==> config.mk <==
export PLATFORM = sky130hd
export DESIGN_NAME = seg_xlate_top
export DESIGN_NICKNAME = d
export VERILOG_FILES = /design/src/rtl/seg_xlate_pkg.sv /design/src/rtl/seg_regbank.sv /design/src/rtl/seg_channel.sv /design/src/rtl/seg_xlate_top.sv
export SDC_FILE = /design/constraint.sdc
export NUM_CORES = 1
export LEC_CHECK = 0
export BUFFER_PORTS_ARGS = -buffer_cell sky130_fd_sc_hd__buf_2
export CORE_ASPECT_RATIO = 1.2
export CORE_UTILIZATION = 55
export CTS_CLUSTER_DIAMETER = 50
export CTS_CLUSTER_SIZE = 8
export DETAILED_ROUTE_END_ITERATION = 7
export PLACE_DENSITY = 0.84
export SETUP_SLACK_MARGIN = 0.2
export SLEW_MARGIN = 20
export SYNTH_ARGS = -nofsm -noshare
export SYNTH_HDL_FRONTEND = slang
export SYNTH_SLANG_ARGS = --single-unit
==> constraint.sdc <==
create_clock -name clk -period 5.8 [get_ports clk]
set_input_delay 1.45 -clock clk [delete_from_list [all_inputs] [get_ports clk]]
set_output_delay 1.45 -clock clk [all_outputs]
set_load 0.02 [all_outputs]
==> src/rtl/seg_xlate_pkg.sv <==
package seg_xlate_pkg;
  // Register select codes: bit 1 chooses the stream, bit 0 chooses base/limit.
  typedef enum logic [1:0] {
    SEG_PROG_BASE = 2'd0,
    SEG_PROG_LIM  = 2'd1,
    SEG_DATA_BASE = 2'd2,
    SEG_DATA_LIM  = 2'd3
  } seg_reg_e;

  localparam int SEG_NUM_CH   = 2;
  localparam int SEG_NUM_REGS = 2 * SEG_NUM_CH;
  localparam int SEG_SEL_W    = $clog2(SEG_NUM_REGS);
  localparam int SEG_CH_FETCH = 0;
  localparam int SEG_CH_DATA  = 1;
endpackage

==> src/rtl/seg_regbank.sv <==
module seg_regbank
  import seg_xlate_pkg::*;
#(
  parameter int AW = 32
) (
  input  logic                 clk,
  input  logic                 rst_n,
  input  logic                 supervisor_i,
  input  logic                 we_i,
  input  logic [SEG_SEL_W-1:0] sel_i,
  input  logic [AW-1:0]        wdata_i,
  output logic [AW-1:0]        rdata_o,
  output logic                 priv_err_o,
  output logic                 commit_o,
  output logic                 blocked_o,
  output logic [AW-1:0]        base_o [SEG_NUM_CH],
  output logic [AW-1:0]        lim_o  [SEG_NUM_CH]
);
  logic [AW-1:0] store_q [SEG_NUM_REGS];
  logic          priv_err_q;

  // Privilege gate: a write either commits or is blocked, never both.
  assign commit_o  = we_i &  supervisor_i;
  assign blocked_o = we_i & ~supervisor_i;

  always_ff @(posedge clk) begin
    if (!rst_n) begin
      for (int i = 0; i < SEG_NUM_REGS; i++) store_q[i] <= '0;
      priv_err_q <= 1'b0;
    end else begin
      if (commit_o) store_q[sel_i] <= wdata_i;
      priv_err_q <= blocked_o;
    end
  end

  assign priv_err_o = priv_err_q;
  assign rdata_o    = supervisor_i ? store_q[sel_i] : '0;

  // Even slots hold bases, odd slots hold limits; slot pair index is the channel.
  for (genvar ch = 0; ch < SEG_NUM_CH; ch++) begin : g_pair
    assign base_o[ch] = store_q[2*ch];
    assign lim_o[ch]  = store_q[2*ch+1];
  end
endmodule

==> src/rtl/seg_channel.sv <==
module seg_channel #(
  parameter int AW = 32
) (
  input  logic          valid_i,
  input  logic [AW-1:0] laddr_i,
  input  logic [AW-1:0] base_i,
  input  logic [AW-1:0] lim_i,
  output logic [AW-1:0] paddr_o,
  output logic          pvalid_o,
  output logic          fault_o
);
  // Sum truncated to AW bits: relocation wraps modulo 2^AW.
  function automatic logic [AW-1:0] relocate(input logic [AW-1:0] la,
                                             input logic [AW-1:0] b);
    return la + b;
  endfunction

  // Legal range is 0..limit inclusive.
  function automatic logic past_limit(input logic [AW-1:0] la,
                                      input logic [AW-1:0] lim);
    return la > lim;
  endfunction

  logic over;

  always_comb begin
    paddr_o  = relocate(laddr_i, base_i);
    over     = past_limit(laddr_i, lim_i);
    fault_o  = valid_i & over;
    pvalid_o = valid_i & ~over;
  end
endmodule

==> src/rtl/seg_xlate_top.sv <==
module seg_xlate_top
  import seg_xlate_pkg::*;
#(
  parameter int AW = 32
) (
  input  logic          clk,
  input  logic          rst_n,
  input  logic          supervisor_i,
  input  logic          cfg_we_i,
  input  logic [1:0]    cfg_sel_i,
  input  logic [AW-1:0] cfg_wdata_i,
  output logic [AW-1:0] cfg_rdata_o,
  output logic          priv_err_o,
  input  logic          if_valid_i,
  input  logic [AW-1:0] if_laddr_i,
  output logic [AW-1:0] if_paddr_o,
  output logic          if_pvalid_o,
  output logic          if_fault_o,
  input  logic          dm_valid_i,
  input  logic [AW-1:0] dm_laddr_i,
  output logic [AW-1:0] dm_paddr_o,
  output logic          dm_pvalid_o,
  output logic          dm_fault_o
);
  logic [AW-1:0] seg_base [SEG_NUM_CH];
  logic [AW-1:0] seg_lim  [SEG_NUM_CH];
  logic          ch_valid [SEG_NUM_CH];
  logic [AW-1:0] ch_laddr [SEG_NUM_CH];
  logic [AW-1:0] ch_paddr [SEG_NUM_CH];
  logic          ch_grant [SEG_NUM_CH];
  logic          ch_fault [SEG_NUM_CH];

  // Named internal events and register views for the checker.
  logic          cfg_commit;
  logic          cfg_blocked;
  logic [AW-1:0] prog_base, prog_lim, data_base, data_lim;

  seg_regbank #(.AW(AW)) u_regs (
    .clk         (clk),
    .rst_n       (rst_n),
    .supervisor_i(supervisor_i),
    .we_i        (cfg_we_i),
    .sel_i       (cfg_sel_i),
    .wdata_i     (cfg_wdata_i),
    .rdata_o     (cfg_rdata_o),
    .priv_err_o  (priv_err_o),
    .commit_o    (cfg_commit),
    .blocked_o   (cfg_blocked),
    .base_o      (seg_base),
    .lim_o       (seg_lim)
  );

  assign ch_valid[SEG_CH_FETCH] = if_valid_i;
  assign ch_laddr[SEG_CH_FETCH] = if_laddr_i;
  assign ch_valid[SEG_CH_DATA]  = dm_valid_i;
  assign ch_laddr[SEG_CH_DATA]  = dm_laddr_i;

  for (genvar ch = 0; ch < SEG_NUM_CH; ch++) begin : g_ch
    seg_channel #(.AW(AW)) u_ch (
      .valid_i (ch_valid[ch]),
      .laddr_i (ch_laddr[ch]),
      .base_i  (seg_base[ch]),
      .lim_i   (seg_lim[ch]),
      .paddr_o (ch_paddr[ch]),
      .pvalid_o(ch_grant[ch]),
      .fault_o (ch_fault[ch])
    );
  end

  assign if_paddr_o  = ch_paddr[SEG_CH_FETCH];
  assign if_pvalid_o = ch_grant[SEG_CH_FETCH];
  assign if_fault_o  = ch_fault[SEG_CH_FETCH];
  assign dm_paddr_o  = ch_paddr[SEG_CH_DATA];
  assign dm_pvalid_o = ch_grant[SEG_CH_DATA];
  assign dm_fault_o  = ch_fault[SEG_CH_DATA];

  assign prog_base = seg_base[SEG_CH_FETCH];
  assign prog_lim  = seg_lim[SEG_CH_FETCH];
  assign data_base = seg_base[SEG_CH_DATA];
  assign data_lim  = seg_lim[SEG_CH_DATA];
endmodule

# Yosys cells after proc, flatten, opt, wreduce, memory -nomap -nowiden
# Memories as Yosys holds them, arrays and structs flattened.
# Cells that the tools add are included.
classes:
  add_sub_neg: 2
  mul: 0
  n_div: 0
  magnitude_cmp: 2
  n_eq_ne: 0
  shifts: 0
  mux: 8
  n_bitwise: 9
  reduce_logical: 1
ops:
  columns: ["cell", "n"]
  rows:
  - ["adder 32 bit", 2]
  - ["greater-than comparator 32 bit", 2]
  - ["2-to-1 mux 32 bit", 2]
  - ["OR reduction 32 bit", 1]
  - ["AND 1 bit", 6]
  - ["2-to-1 mux 1 bit", 5]
  - ["inverter 1 bit", 3]
  - ["2-to-1 mux 2 bit", 1]
word_totals:
  regBits: 1
  latchBits: 0
  ramBits: 128
  mem_bits_ro: 0
  input_bits: 104
  output_inout_bits: 101
  word_cells: 24
  memories: 1
mem_list:
  columns: ["memory", "depth", "width", "rd", "rd_clocked_by_memory_dff", "wr", "line", "source"]
  rows:
  - ["u_regs.store_q", 4, 32, 5, 0, 4, "seg_regbank.sv:19", "logic [AW-1:0] store_q [SEG_NUM_REGS];"]

# Depth between registers and ports, before layout
depth:
  depth_word: 6
  mapped_depth: 10
  mapped_depth_nobuf: 10

# Hierarchy
# Synthesis repeated with hierarchy kept, for this count alone.
unflattened:
  hier_cells: 1137
  hier_area_um2: 11203.2
modules_own_cells:
  columns: ["mod", "n_inst", "cells_per_inst", "area_per_inst_um2", "seq_area_each_um2"]
  rows:
  - ["seg_regbank", 1, 440, 6152.2, 3863.7]
  - ["seg_channel at g_ch[0].u_ch", 1, 357, 2541.2, 0.0]
  - ["seg_channel at g_ch[1].u_ch", 1, 340, 2509.9, 0.0]

# Worst setup path before layout
# No wires, ideal clock.
synth_path:
  kind: "input-to-output"
  from: "input dm_laddr_i[0]"
  to: "output dm_paddr_o[30]"
  arrival_time_ns: 4.045
  required_ns: 4.350
  path_slack_ns: 0.305
  stages: 9
  n_path_buf: 0
  path_cell_list: "ha_1 fa_1 a21oi_1 o211ai_1 a211oi_1 o31a_1 nor3_4 a31o_2 o311ai_0"
synth_via:
  elab_chain_cells: 1
synth_lines:
  columns: ["element", "line", "source"]
  rows:
  - ["start: declaration", "seg_xlate_top.sv:20", "input logic [AW-1:0] dm_laddr_i,"]
  - ["adder 32 bit", "seg_channel.sv:15", "return la + b;"]
  - ["end: declaration", "seg_xlate_top.sv:21", "output logic [AW-1:0] dm_paddr_o,"]
# Every way passes these cells.

# Worst setup path after layout
layout_path:
  from: "input dm_laddr_i[0]"
  to: "output dm_paddr_o[26]"
# Same word-level chain as after synthesis.

==> results.md <==
* NetSw at 1.13 mW
* Via count at 9,376
* Pwr Density at 258 nW/µm²
* Fin worst setup slack at 0.230 ns
* Setup_tns at 0 ns
* Switching share of power at 34.3%
* Fin. max-slew vios at 0
* Starting Density at 56.3%
* Most Crowded Layer GR: met2
* CP required at 4.35 ns
* Worst vdd ir at 0.211 mV
* Share of layout cells above drive strength 1 at 25.5%
* Die width at 129 µm
* Minimum clock period after layout at 5.57 ns
* Hold Crit Class: in -> reg
* Rel. slew slack at 42.7%
* Std cell rows at 55
* Part of the power in registers at 34.5%
* Synth Flop Type: edfxtp_1
* H-tree depth at 4
* Worst setup SP type: primary input
* RSZ-0062 raised after global routing: no
* Pre-CTS setup slack at 0.0270 ns
* First-pass GRT wire length at 49.0 mm
* Synth cell count leaders: 162 x and2_1, 128 x edfxtp_1, 126 x ha_1, 81 x inv_1, 75 x a21oi_1
* CTS Buf Count at 17
* Seq/Total Area, Yosys at 36.4%
* TritonCTS clock tree: built
* Reg area at 3860 µm²
* CTS Hold Bufs at 0
* Post-synth EDFFs at 128
* Total Power at 3.29 mW
* Vias per inst at 6.16
* Largest cells by area after synthesis: edfxtp_1 36%, ha_1 15%, and2_1 9.6%, mux4_2 6.8%, a21o_1 3.7%
* Fill cell total of the finished layout at 1,471
* Violated checks: design-rule violations
* WL/cell at 21.5 µm
* Synth unique cells at 60
* Vias in the first global route at 9,177
* Final WL at 32.7 mm
* Multi-input logic area at 6430 µm²
* Setup violators final at 0
* Top cell type by total area after synthesis: edfxtp_1
* CP max FO at 3
* HPWL Detailed at 24.8 mm
* Max-capacitance violation count at 0
* Initial antenna violation count at 6
* Ports at 205
* Maximum root-to-sink buffer count at 2
* Asr flop ratio synth at 0%
* Final net count at 1,482
* Crit. End Element: output port
* Clk root buf: clkbuf_16
* # clock sinks at 129
* Peak Freq at 180 MHz
* Gr usage total at 33.2%
* Gr ovfl total at 0
* Pin count of the biggest net entering global routing at 37
* Post-DRT Antenna Nets at 0
* Syn avg cell area at 10.2 µm²
* Final core utilization at 67.6%
* CP arrival at 4.12 ns
* Cell count after synthesis at 1,037
* Clock slew at reported path FFs at 0.06 ns
* Slew at the pin closest to its max-slew limit at 0.860 ns
* Power share of the combinational group at 34.0%
* Synthesized area at 10,600 µm²
* DRT Pass-1 Iters at 8
* Seq cells post-synth at 129
* Top cell type's share of synthesized area at 36.2%
* Post-Syn Nets at 1,269
* Placer Congestion at 0.971
* Fin crit share at 96.0%
* Internal Pwr Total at 2.16 mW
* M2 GR Usage at 57.6%
* Area Growth Syn to Fin at 20.0%
* DR DRC count at 2
* M1 GR Usage at 39.0%
* Clock share of power at 31.5%
* Met3 Use GR at 7.86%
* Final hold vios at 0
* Iter 0 DRT Violations at 711
* Most frequent cell after synthesis: and2_1
* Critical Setup Path Class: in -> out
* Die ar. at 19,900 µm²
* Leak Pwr at 5.80 nW
* Die Y-Extent at 154 µm
* Run status: finished with violations
* Port Buffer Count at 204
* Core box area at 18,900 µm²
* Ys Warns at 0
-- layout make-up --
class	instances	share of cell area [%]
Antenna cell	3	0.0589
Clock buffer	18	3.37
Clock inverter	14	1.12
Inverter	81	2.39
Multi-Input combinational cell	792	50.5
Sequential cell	129	30.3
Tap cell	256	2.51
Timing Repair Buffer	229	9.71
-- power by group through the flow --
stage / logic, mW / clock network, mW / registers, mW
finish: 1.12 / 1.04 / 1.13
global route: 1.20 / 1.08 / 1.14
CTS: 1.09 / 1.04 / 1.13
detailed placement: 1.07 / 0 / 1.15
global placement: 1.05 / 0 / 1.15
floorplan: 0.717 / 0 / 1.13
-- final timing paths --
kind / start / to / cells past startpoint
max: dm_laddr_i[0] / dm_paddr_o[26] / 13
min: cfg_we_i / u_regs.priv_err_o / 3
-- placed cells by master, fill, tap and decap left out, drive strengths merged, types with 3 or more instances in the layout --
cell type and n:
clkinvlp 3, o211ai 6, and4 3, nor4 3
nor3 16, mux4 32, diode 3, nand2 44
nand4 20, buf 229, nand3 24, nor2b 9
o31ai 6, nand2b 8, xor2 19, a21boi 3
and2 162, inv 81, a21o 54, xnor2 40
o21ai 31, clkinv 9, ha 126, o311a 3
nor3b 3, clkbuf 18, a21oi 75, nor2 27
a31oi 14, o21bai 12, a211oi 8, o21a 8
and3 6, edfxtp 128
-- per-stage QoR --
step	instances	hold slack [ns]	cell area, µm²
after floorplan	1037	1.56	10600
after global placement	1484	1.74	12000
after detailed placement	1484	1.74	12000
after CTS	1518	1.30	12600
after global routing	1520	1.30	12700
final	1522	1.30	12700
-- worst max-delay path, cell delays in order --
cell and delay [ns]:
buf_2 0.12, ha_4 0.14, fa_2 0.23, a21oi_4 0.08, o211ai_1 0.42, a211oi_2 0.17, o31a_1 0.34, nor3_4 0.22
buf_6 0.16, a31oi_2 0.11, o31ai_1 0.34, xor2_1 0.18, buf_4 0.16
-- cells by family after synthesis --
group | share of synthesized area [%]
DFF | 36.4
muxes | 6.90
and+or+nand+nor | 18.0
xor gates and xnor gates | 4.87
adders and majority gates | 15.2
AOI/OAI and AO/OA | 14.4
buffers and inverters | 4.22
-- repair_timing --
action / 4_1_cts / 5_1_grt
endpoints found under the setup margin: 3 / 14
setup buffers: 2 / 1
pin swaps: 5 / 11
gates resized for setup: 10 / 16
-- per-layer routing --
layer  share of wire (%)  vias up  routed length [µm]
met5               0.098        -                  32
met4                 3.9        6                1270
met3                  10      110                3320
met2                  50      555               16300
met1                  36     4455               11900
li1                    -     4250                   -
-- state kept, by name (all words and copies together) (netlist names) --
| register | cells |
|---|---|
| u_regs.store_q | 128 |
| u_regs.priv_err_o | 1 |
(Power assumes the default switching activity.)
